`src/rtl/sb_pkg.sv`:
```
package sb_pkg;
    localparam int SB_DEPTH  = 8;
    localparam int SB_ADDR_W = 16;
    localparam int SB_DATA_W = 32;

    typedef enum logic [0:0] {
        DR_IDLE = 1'b0,
        DR_BUSY = 1'b1
    } drain_state_e;
endpackage

```
`src/rtl/sb_fifo_store.sv`:
```
module sb_fifo_store #(
    parameter int DEPTH = 8,
    parameter int AW    = 16,
    parameter int DW    = 32,
    parameter int BEW   = DW / 8,
    parameter int PW    = $clog2(DEPTH),
    parameter int CW    = $clog2(DEPTH + 1)
) (
    input  logic                      clk,
    input  logic                      rst_n,
    input  logic                      push,
    input  logic [AW-1:0]             push_addr,
    input  logic [DW-1:0]             push_data,
    input  logic [BEW-1:0]            push_be,
    input  logic                      pop,
    output logic [DEPTH-1:0][AW-1:0]  ent_addr,
    output logic [DEPTH-1:0][DW-1:0]  ent_data,
    output logic [DEPTH-1:0][BEW-1:0] ent_be,
    output logic [PW-1:0]             head_ptr,
    output logic [CW-1:0]             count
);
    logic [PW-1:0] tail_ptr;

    function automatic logic [PW-1:0] wrap_inc(input logic [PW-1:0] p);
        return (p == PW'(DEPTH - 1)) ? '0 : p + PW'(1);
    endfunction

    always_ff @(posedge clk) begin
        if (!rst_n) begin
            head_ptr <= '0;
            tail_ptr <= '0;
            count    <= '0;
            ent_addr <= '0;
            ent_data <= '0;
            ent_be   <= '0;
        end else begin
            if (push) begin
                ent_addr[tail_ptr] <= push_addr;
                ent_data[tail_ptr] <= push_data;
                ent_be[tail_ptr]   <= push_be;
                tail_ptr           <= wrap_inc(tail_ptr);
            end
            if (pop) begin
                head_ptr <= wrap_inc(head_ptr);
            end
            unique case ({push, pop})
                2'b10:   count <= count + CW'(1);
                2'b01:   count <= count - CW'(1);
                default: count <= count;
            endcase
        end
    end

    // nothing is written into a full queue
    assert_no_overflow_R9: assert property (@(posedge clk) disable iff (!rst_n)
        push |-> (count != CW'(DEPTH)));

    // an entry is only removed when one exists
    assert_no_underflow_R4: assert property (@(posedge clk) disable iff (!rst_n)
        pop |-> (count != '0));

    // occupancy follows the push and pop of the previous cycle
    assert_count_step_R10: assert property (@(posedge clk) disable iff (!rst_n)
        $past(rst_n) |-> (count == $past(count) + CW'($past(push)) - CW'($past(pop))));
endmodule

```
`src/rtl/sb_fwd_search.sv`:
```
module sb_fwd_search #(
    parameter int DEPTH = 8,
    parameter int AW    = 16,
    parameter int DW    = 32,
    parameter int BEW   = DW / 8,
    parameter int PW    = $clog2(DEPTH),
    parameter int CW    = $clog2(DEPTH + 1)
) (
    input  logic                      clk,
    input  logic                      rst_n,
    input  logic [DEPTH-1:0][AW-1:0]  ent_addr,
    input  logic [DEPTH-1:0][DW-1:0]  ent_data,
    input  logic [DEPTH-1:0][BEW-1:0] ent_be,
    input  logic [PW-1:0]             head_ptr,
    input  logic [CW-1:0]             count,
    input  logic                      ld_valid,
    input  logic [AW-1:0]             ld_addr,
    input  logic [BEW-1:0]            ld_be,
    output logic                      ld_hit,
    output logic                      ld_replay,
    output logic [DW-1:0]             ld_data
);
    logic           found;
    logic [BEW-1:0] sel_be;
    logic [DW-1:0]  sel_data;
    logic           covers;

    // Walk from oldest to youngest; a later candidate overrides an earlier one
    always_comb begin
        found    = 1'b0;
        sel_be   = '0;
        sel_data = '0;
        for (int k = 0; k < DEPTH; k++) begin
            logic [PW-1:0] idx;
            idx = PW'((int'(head_ptr) + k) % DEPTH);
            if ((k < int'(count)) && (ent_addr[idx] == ld_addr) &&
                ((ent_be[idx] & ld_be) != '0)) begin
                found    = 1'b1;
                sel_be   = ent_be[idx];
                sel_data = ent_data[idx];
            end
        end
    end

    assign covers    = ((ld_be & ~sel_be) == '0);
    assign ld_hit    = ld_valid && found && covers;
    assign ld_replay = ld_valid && found && !covers;

    always_comb begin
        ld_data = '0;
        for (int b = 0; b < BEW; b++) begin
            if (ld_hit && ld_be[b]) begin
                ld_data[8*b +: 8] = sel_data[8*b +: 8];
            end
        end
    end

    // a load is never both served and replayed
    assert_hit_replay_excl_R7: assert property (@(posedge clk) disable iff (!rst_n)
        !(ld_hit && ld_replay));

    // an empty buffer forwards nothing
    assert_empty_no_fwd_R8: assert property (@(posedge clk) disable iff (!rst_n)
        (count == '0) |-> (!ld_hit && !ld_replay && ld_data == '0));
endmodule

```
`src/rtl/sb_drain_fsm.sv`:
```
module sb_drain_fsm
    import sb_pkg::*;
(
    input  logic clk,
    input  logic rst_n,
    input  logic have_entry,
    input  logic wr_ack,
    output logic wr_req,
    output logic pop
);
    drain_state_e state_q, state_d;

    always_ff @(posedge clk) begin
        if (!rst_n) state_q <= DR_IDLE;
        else        state_q <= state_d;
    end

    // LAUNCH: IDLE->BUSY when an entry waits; RETIRE: BUSY->IDLE on acknowledge
    always_comb begin
        state_d = state_q;
        unique case (state_q)
            DR_IDLE: if (have_entry) state_d = DR_BUSY;
            DR_BUSY: if (wr_ack)     state_d = DR_IDLE;
            default: state_d = DR_IDLE;
        endcase
    end

    always_comb begin
        wr_req = 1'b0;
        pop    = 1'b0;
        unique case (state_q)
            DR_IDLE: begin
                wr_req = 1'b0;
                pop    = 1'b0;
            end
            DR_BUSY: begin
                wr_req = 1'b1;
                pop    = wr_ack;
            end
            default: ;
        endcase
    end

    // a request is held until acknowledged
    assert_req_hold_R4: assert property (@(posedge clk) disable iff (!rst_n)
        (wr_req && !wr_ack) |=> wr_req);

    // one idle cycle follows every acknowledged write
    assert_gap_after_ack_R4: assert property (@(posedge clk) disable iff (!rst_n)
        pop |=> !wr_req);

    // a request always refers to an occupied entry
    assert_req_has_entry_R3: assert property (@(posedge clk) disable iff (!rst_n)
        wr_req |-> have_entry);
endmodule

```
`src/rtl/tso_store_buffer.sv`:
```
module tso_store_buffer #(
    parameter int DEPTH = sb_pkg::SB_DEPTH,
    parameter int AW    = sb_pkg::SB_ADDR_W,
    parameter int DW    = sb_pkg::SB_DATA_W
) (
    input  logic            clk,
    input  logic            rst_n,
    input  logic            st_valid,
    input  logic [AW-1:0]   st_addr,
    input  logic [DW-1:0]   st_data,
    input  logic [DW/8-1:0] st_be,
    output logic            st_ready,
    output logic            st_retired,
    input  logic            ld_valid,
    input  logic [AW-1:0]   ld_addr,
    input  logic [DW/8-1:0] ld_be,
    output logic            ld_hit,
    output logic            ld_replay,
    output logic [DW-1:0]   ld_data,
    output logic            full,
    output logic            wr_req,
    output logic [AW-1:0]   wr_addr,
    output logic [DW-1:0]   wr_data,
    output logic [DW/8-1:0] wr_be,
    input  logic            wr_ack
);
    localparam int BEW = DW / 8;
    localparam int PW  = $clog2(DEPTH);
    localparam int CW  = $clog2(DEPTH + 1);

    logic [DEPTH-1:0][AW-1:0]  ent_addr;
    logic [DEPTH-1:0][DW-1:0]  ent_data;
    logic [DEPTH-1:0][BEW-1:0] ent_be;
    logic [PW-1:0]             head_ptr;
    logic [CW-1:0]             count;
    logic                      push;
    logic                      pop;

    assign full       = (count == CW'(DEPTH));
    assign st_ready   = !full;
    assign push       = st_valid && st_ready;
    assign st_retired = push;

    sb_fifo_store #(.DEPTH(DEPTH), .AW(AW), .DW(DW), .BEW(BEW), .PW(PW), .CW(CW)) u_store (
        .clk       (clk),
        .rst_n     (rst_n),
        .push      (push),
        .push_addr (st_addr),
        .push_data (st_data),
        .push_be   (st_be),
        .pop       (pop),
        .ent_addr  (ent_addr),
        .ent_data  (ent_data),
        .ent_be    (ent_be),
        .head_ptr  (head_ptr),
        .count     (count)
    );

    sb_fwd_search #(.DEPTH(DEPTH), .AW(AW), .DW(DW), .BEW(BEW), .PW(PW), .CW(CW)) u_search (
        .clk       (clk),
        .rst_n     (rst_n),
        .ent_addr  (ent_addr),
        .ent_data  (ent_data),
        .ent_be    (ent_be),
        .head_ptr  (head_ptr),
        .count     (count),
        .ld_valid  (ld_valid),
        .ld_addr   (ld_addr),
        .ld_be     (ld_be),
        .ld_hit    (ld_hit),
        .ld_replay (ld_replay),
        .ld_data   (ld_data)
    );

    sb_drain_fsm u_drain (
        .clk        (clk),
        .rst_n      (rst_n),
        .have_entry (count != '0),
        .wr_ack     (wr_ack),
        .wr_req     (wr_req),
        .pop        (pop)
    );

    assign wr_addr = ent_addr[head_ptr];
    assign wr_data = ent_data[head_ptr];
    assign wr_be   = ent_be[head_ptr];

    // the offered write does not change while it waits
    assert_wr_stable_R4: assert property (@(posedge clk) disable iff (!rst_n)
        (wr_req && !wr_ack) |=> ($stable(wr_addr) && $stable(wr_data) && $stable(wr_be)));

    // a store is retired only while there is room
    assert_retire_room_R2: assert property (@(posedge clk) disable iff (!rst_n)
        st_retired |-> (count < CW'(DEPTH)));
endmodule

```
`config.mk`:
```
export PLATFORM = sky130hd
export DESIGN_NAME = tso_store_buffer
export DESIGN_NICKNAME = d
export VERILOG_FILES = /design/src/rtl/sb_pkg.sv /design/src/rtl/sb_fifo_store.sv /design/src/rtl/sb_fwd_search.sv /design/src/rtl/sb_drain_fsm.sv /design/src/rtl/tso_store_buffer.sv
export SDC_FILE = /design/constraint.sdc
export NUM_CORES = 2
export LEC_CHECK = 0
export BUFFER_PORTS_ARGS = -buffer_cell sky130_fd_sc_hd__buf_4
export CAP_MARGIN = 20
export CELL_PAD_IN_SITES_DETAIL_PLACEMENT = 0
export CELL_PAD_IN_SITES_GLOBAL_PLACEMENT = 2
export CORE_MARGIN = 2
export CORE_UTILIZATION = 41
export DETAILED_ROUTE_END_ITERATION = 6
export GPL_TIMING_DRIVEN = 0
export PLACE_DENSITY_LB_ADDON = 0.1
export SLEW_MARGIN = 15
export SYNTH_ARGS = -nofsm -noshare
export SYNTH_HDL_FRONTEND = slang
export SYNTH_HIERARCHICAL = 1
export SYNTH_SLANG_ARGS = --single-unit
```
`constraint.sdc`:
```
create_clock -name clk -period 8 [get_ports clk]
set_input_delay 1.6 -clock clk [delete_from_list [all_inputs] [get_ports clk]]
set_output_delay 1.6 -clock clk [all_outputs]
set_load 0.01 [all_outputs]
```
# Yosys cells after proc, flatten, opt, wreduce, memory -nomap -nowiden
# Cells that the tools add are included.
# classes
n_reduce_logical	38
multipliers	0
add_sub_neg	11
muxes	93
bitwise	11
n_lt_le_gt_ge	18
shift	0
eq_ne	13
div_mod_pow	0
# ops
op	count
binary-select mux 32 bit (select 3 bit)	8
2-to-1 mux 32 bit	17
binary-select mux 16 bit (select 3 bit)	8
bitwise mux 256 bit	1
2-to-1 mux 16 bit	9
bitwise mux 128 bit	1
equality test 16 bit	8
binary-select mux 4 bit (select 3 bit)	8
demux 32 bit (select 3 bit)	1
2-to-1 mux 4 bit	17
demux 16 bit (select 3 bit)	1
AND 4 bit	9
less-than comparator 3 x 4 -> 1 bit, second input constant	9
nonzero test 4 bit	9
bitwise mux 32 bit	1
2-to-1 mux 8 bit	4
logical AND 1 bit	25
less-than comparator 3 x 4 -> 1 bit, first input constant	4
adder 3 bit, second input constant	4
demux 4 bit (select 3 bit)	1
2-to-1 mux 1 bit	10
adder 3 x 1 -> 3 bit, second input constant	3
less-than comparator 1 x 4 -> 1 bit, first input constant	2
less-than comparator 2 x 4 -> 1 bit, first input constant	2
other kinds (16)	22
# word_totals
word_cells	212
regBits	427
latch_bits	0
ram_bits	0
out_inout_bits	90
inputBits	77
mem_count	0
rom_bits	0

# Logic depth before layout (Yosys ltp)
# depth
word_depth	19
depth_mapped	29
ltp_nobuf	13

# Hierarchy
# The synthesis kept the hierarchy.
# by_module_without_submodules
module	area_each_um2	cells_per_inst	seq_area_each_um2	instances
sb_fwd_search	21912.3	2290	0.0	1
sb_fifo_store	16284.4	1927	8528.2	1
tso_store_buffer	3175.5	190	0.0	1
sb_drain_fsm	58.8	5	20.0	1

# Worst setup path after synthesis
# OpenSTA, ideal clock, no wires.
# synth_path
path_kind	register to output
from	register u_store.head_ptr[0]
to	output ld_data[12]
slack_ns	0.651
path_buffers	14
arrival_time_ns	5.749
path_stages_with_launch	27
required_ns	6.400
cell_sequence	dfxtp_1 -> buf_4 -> buf_6 -> inv_1 -> buf_4 -> buf_6 -> buf_6 -> buf_2 -> buf_2 -> ha_1 -> buf_6 -> buf_12 -> buf_6 -> buf_6 -> buf_2 -> mux4_2 -> xnor2_1 -> o221ai_1 -> o21ai_0 -> nand4_2 -> or3_1 -> and4b_1 -> a211o_1 -> or4_4 -> buf_6 -> buf_6 -> a211oi_2
# synth_between
elab_chain_len	19
elab_cells_between_ends	126
cone_classes	add/sub (7); eq/ne (8); mux (73); bitwise (10); reduce/logical (28)
# synth_rtl
element	line	source
start, declared	sb_fifo_store.sv:19	output logic [PW-1:0] head_ptr,
start signal, assigned	sb_fifo_store.sv:44	head_ptr <= wrap_inc(head_ptr);
adder 3 x 1 -> 3 bit (tied with other cells)	sb_fwd_search.sv:35	idx = PW'((int'(head_ptr) + k) % DEPTH);
binary-select mux 16 bit (select 3 bit) (tied with other cells)	sb_fwd_search.sv:36	if ((k < int'(count)) && (ent_addr[idx] == ld_addr) &&
2-to-1 mux 16 bit (not written as such) (tied with other cells)	sb_fwd_search.sv:36	
equality test 16 bit (tied with other cells)	sb_fwd_search.sv:36	
logical AND 1 bit or nonzero test 4 bit (tied branches)	sb_fwd_search.sv:36, sb_fwd_search.sv:37	
logical AND 1 bit or 2-to-1 mux 4 bit (tied branches)	sb_fwd_search.sv:36	
2-to-1 mux 4 bit (7 in series)	sb_fwd_search.sv:36	
NOT 4 bit	sb_fwd_search.sv:45	assign covers = ((ld_be & ~sel_be) == '0);
AND 4 bit	sb_fwd_search.sv:45	
zero test 4 bit	sb_fwd_search.sv:45	
logical AND 1 bit	sb_fwd_search.sv:46	assign ld_hit = ld_valid && found && covers;
logical AND 1 bit	sb_fwd_search.sv:52	if (ld_hit && ld_be[b]) begin
2-to-1 mux 8 bit (*)	sb_fwd_search.sv:52	
end, declared	tso_store_buffer.sv:19	output logic [DW-1:0] ld_data,
# Mark *: on every way between the ends. The rest lies on a longest branch, timed or not. The select of a mux whose other input is x is not followed.

# Worst setup path in the final report
# layout_path
from	register u_store.head_ptr[1]
to	output ld_data[10]
# The elaborated chain is that of the path after synthesis.

==> impl_metrics.tcl <==
set metrics [dict create \
    cts.sinks 427 \
    hpwl_um 187000 \
    final_cell_mix "nand2_1, mux4_2, dfxtp_1" \
    worstSetupPathType "reg -> out" \
    finalSetupTns_ps -6930 \
    r2r_cells 9 \
    switching_share 0.395 \
    hp-class "reg -> reg" \
    drtPass1Iterations 7 \
    synth_top_area_cell "mux4_2" \
    async_flop_share 0 \
    path_cells "buf_12, buf_12, buf_4, buf_4, buf_4, clkbuf_4, mux4_2, a21oi_1, a22oi_1, nor3_2, nand4_1, nor3_4, clkbuf_1, clkbuf_1, a31oi_1, o21ai_0, a211oi_4, buf_4" \
    peakVddDrop_v 0.000230 \
    drtIter0Drc 7313 \
    worstHoldEndpoint "u_drain/state_q$_SDFF_PN0_" \
    intPower_mw 4.91 \
    finalWirelength_um 249000 \
    synth_area_um2 41400 \
    yosys_warnings 6 \
    numCtsBuffers 52 \
    cts-root-buf "clkbuf_16" \
    clock_skew_ps 52.3 \
    crit_family "buffers and inverters" \
    initial_core_util 0.414 \
    grt_pass1_wl_um 334000 \
    routabilityCongestion 1.10 \
    ys_seq_elements 427 \
    clock_latency_ps 680 \
    track_usage 0.470 \
    clockPowerShare 0.316 \
    whs_path_depth 2 \
    dp.cells 5824 \
    ys_seq_area_frac 0.206 \
    coreArea_um2 100000 \
    syn_area_per_cell_um2 9.39 \
    arrival_ps 6720 \
    slowest_stage "clkbuf_1" \
    pwr_density_cell_nw_per_um2 167 \
    p_leak_nw 15.5 \
    fin_crit_sh 1.04 \
    r2r_start "u_store/count[1]$_SDFFE_PN0P_" \
    max_slew_margin 0.122 \
    vias 43700 \
    cts_buffer_depth 3 \
    synth-edff-count 0 \
    dieArea_um2 104000 \
    use_met3 0.254 \
    p_sw_mw 3.20 \
    max_freq_mhz 120 \
    hp-start "u_drain/state_q$_SDFF_PN0_" \
    combPwrFrac 0.394 \
    cts_tree "done" \
    layout_min_cycle_time_ps 8320 \
    syn_inst 4412 \
    maxCapViolations 0 \
    ant_nets 0 \
    antenna_found_initial 6 \
    wl_per_cell_um 41.3 \
    drive_gt1_frac 0.305 \
    worstPathRequired_ps 6400 \
    final_max_slew_viol_count 0 \
    reg2reg_setup_slack_ps 4040 \
    tightest_slew_ps 1320 \
    grt-ovfl-total 0 \
    worst_slack_ps -317 \
    cts_max_level 2 \
    vias_per_cell 7.25 \
    final_common_cell "nand2_1" \
    path_clk_slew_ps 60 \
    fin_nets 4768 \
    area_delta_synth_final_pct 16.8 \
    die_y_um 322 \
    seqPwrFrac 0.290 \
    synth_area_leaders "mux4_2, dfxtp_1, nand2_1" \
    die_width_um 322 \
    status "finished with violations" \
    hold_viol_final 0 \
    r2r-end "u_store/ent_be[0]$_SDFFE_PN0P_" \
    synth_fp_nets 4498 \
    cp_common_cell "buf_4" \
    row_count 116 \
    grt_max_degree 19 \
    ys.flop_type "dfxtp_1" \
    port_buffers 107 \
    globalRouteMet2Util 0.604 \
    drc 2 \
    crit_buf_inv 9 \
    critPathMaxStageDelay_ps 740 \
    grt_pass1_vias 39800 \
    ios 167 \
    postCtsHoldBufs 0 \
    grt-busiest-layer "met1" \
    endpoint_kind "output port" \
    met1_usage 0.640 \
    cp_max_fo 19 \
    postLayoutCoreUtil 0.483 \
    setup_viol 33 \
    start_kind "flip-flop" \
    stdcell_count 6034 \
    synthDistinctLibCells 91 \
    synth.top_cell.area_share 0.275 \
    rsz0062_at_grt "yes" \
    violations "DRC, setup timing" \
]
routing by layer:
metal	vias to the layer above	share of wire
met3	677	0.18
met4	10	0.051
li1	17000	-
met1	22100	0.39
met2	3927	0.38
met5	-	0.0012
metrics by stage:
step | hold WS [ps] | setup slack [ps] | power, mW | cell area [um^2]
6_report | 508 | -317 | 8.10 | 48400
3_3_place_gp | 480 | -3810 | 5.14 | 43900
5_1_grt | 531 | -256 | 8.22 | 48400
2_1_floorplan | 457 | 651 | 4.02 | 41400
4_1_cts | 510 | -377 | 7.93 | 47800
3_5_place_dp | 497 | -3700 | 5.14 | 44000
flip-flops by register name, indices dropped and copies added, names as in the netlist:
signal	flops
u_drain/state_q	1
u_store/count	4
u_store/ent_addr	128
u_store/ent_be	32
u_store/ent_data	256
u_store/head_ptr	3
u_store/tail_ptr	3
area by class of cell:
class                      instances  area, um^2
clock buffer                      73        1520
antenna                           12        30.0
inverter                          21        86.3
timing repair buffer             229        2080
multi-input combinational       3479       31000
sequential                       427        8560
clock inverter                    23         327
fill                            9721       51800
buffer                           472        3160
tap                             1298        1620
cell usage after synthesis (all sizes together), types with 6 or more instances:
| master | instances |
|---|---|
| and2 | 7 |
| a311oi | 62 |
| nand2b | 17 |
| ha | 9 |
| a2bb2oi | 31 |
| nor2b | 21 |
| o22ai | 27 |
| nor3b | 6 |
| or3 | 12 |
| o2111ai | 7 |
| and3 | 11 |
| xor2 | 24 |
| a2111oi | 35 |
| a21oi | 73 |
| nand3 | 53 |
| buf | 288 |
| nand2 | 1232 |
| a21boi | 418 |
| clkbuf | 197 |
| nor3 | 31 |
| a31oi | 37 |
| nor2 | 53 |
| o221ai | 11 |
| mux2 | 156 |
| xnor2 | 110 |
| a32oi | 6 |
| dfxtp | 427 |
| inv | 20 |
| mux2i | 258 |
| a211oi | 41 |
| or4 | 9 |
| a22oi | 39 |
| o21ai | 82 |
| nand4 | 25 |
| mux4 | 508 |
how the worst max path moves through the flow:
stage | startpoint | endpoint | slack (ps) | depth (start not counted)
after global routing | u_store/head_ptr[1]$_SDFFE_PN0P_ | ld_data[10] | -260 | 26
final | u_store/head_ptr[1]$_SDFFE_PN0P_ | ld_data[10] | -320 | 18
after global placement | u_store/head_ptr[0]$_SDFFE_PN0P_ | ld_data[15] | -3810 | 27
after floorplan | u_store/head_ptr[0]$_SDFFE_PN0P_ | ld_data[12] | 650 | 26
after CTS | u_store/head_ptr[0]$_SDFFE_PN0P_ | ld_data[10] | -380 | 30
after detailed placement | u_store/head_ptr[0]$_SDFFE_PN0P_ | ld_data[15] | -3700 | 27
tightest hold or removal path: stages, from the launching register on:
cell	delay (ps)
dfxtp_1	330
nand2b_1	90
a21boi_2	50
power by group through the flow:
stage	Sequential (mW)	Combinational (mW)	Clock, mW
after floorplan	2.29	1.72	0
after global placement	2.37	2.77	0
after detailed placement	2.38	2.76	0
after CTS	2.33	3.01	2.59
after global routing	2.34	3.21	2.67
final	2.35	3.19	2.56
timing repair:
| action | 4_1_cts | 5_1_grt |
|---|---|---|
| buffers inserted | 69 | 39 |
| cloned | 3 | 0 |
| gates resized for setup | 329 | 106 |
| pin swaps | 67 | 33 |
| setup endpoints to repair | 34 | 34 |
cells by family (layout without fill, tap and decap cells):
kind of cell,count (synthesis),count (layout),share of synthesized area
DFF,427,427,0.206
AOI/OAI and AO/OA,915,915,0.165
xor gates and xnor gates,134,134,0.0291
buffers and inverters,506,818,0.0663
other,0,12,0
muxes,922,922,0.381
and+or+nand+nor,1499,1499,0.150
adders and majority gates,9,9,0.00272
(Power assumes the default switching activity.)
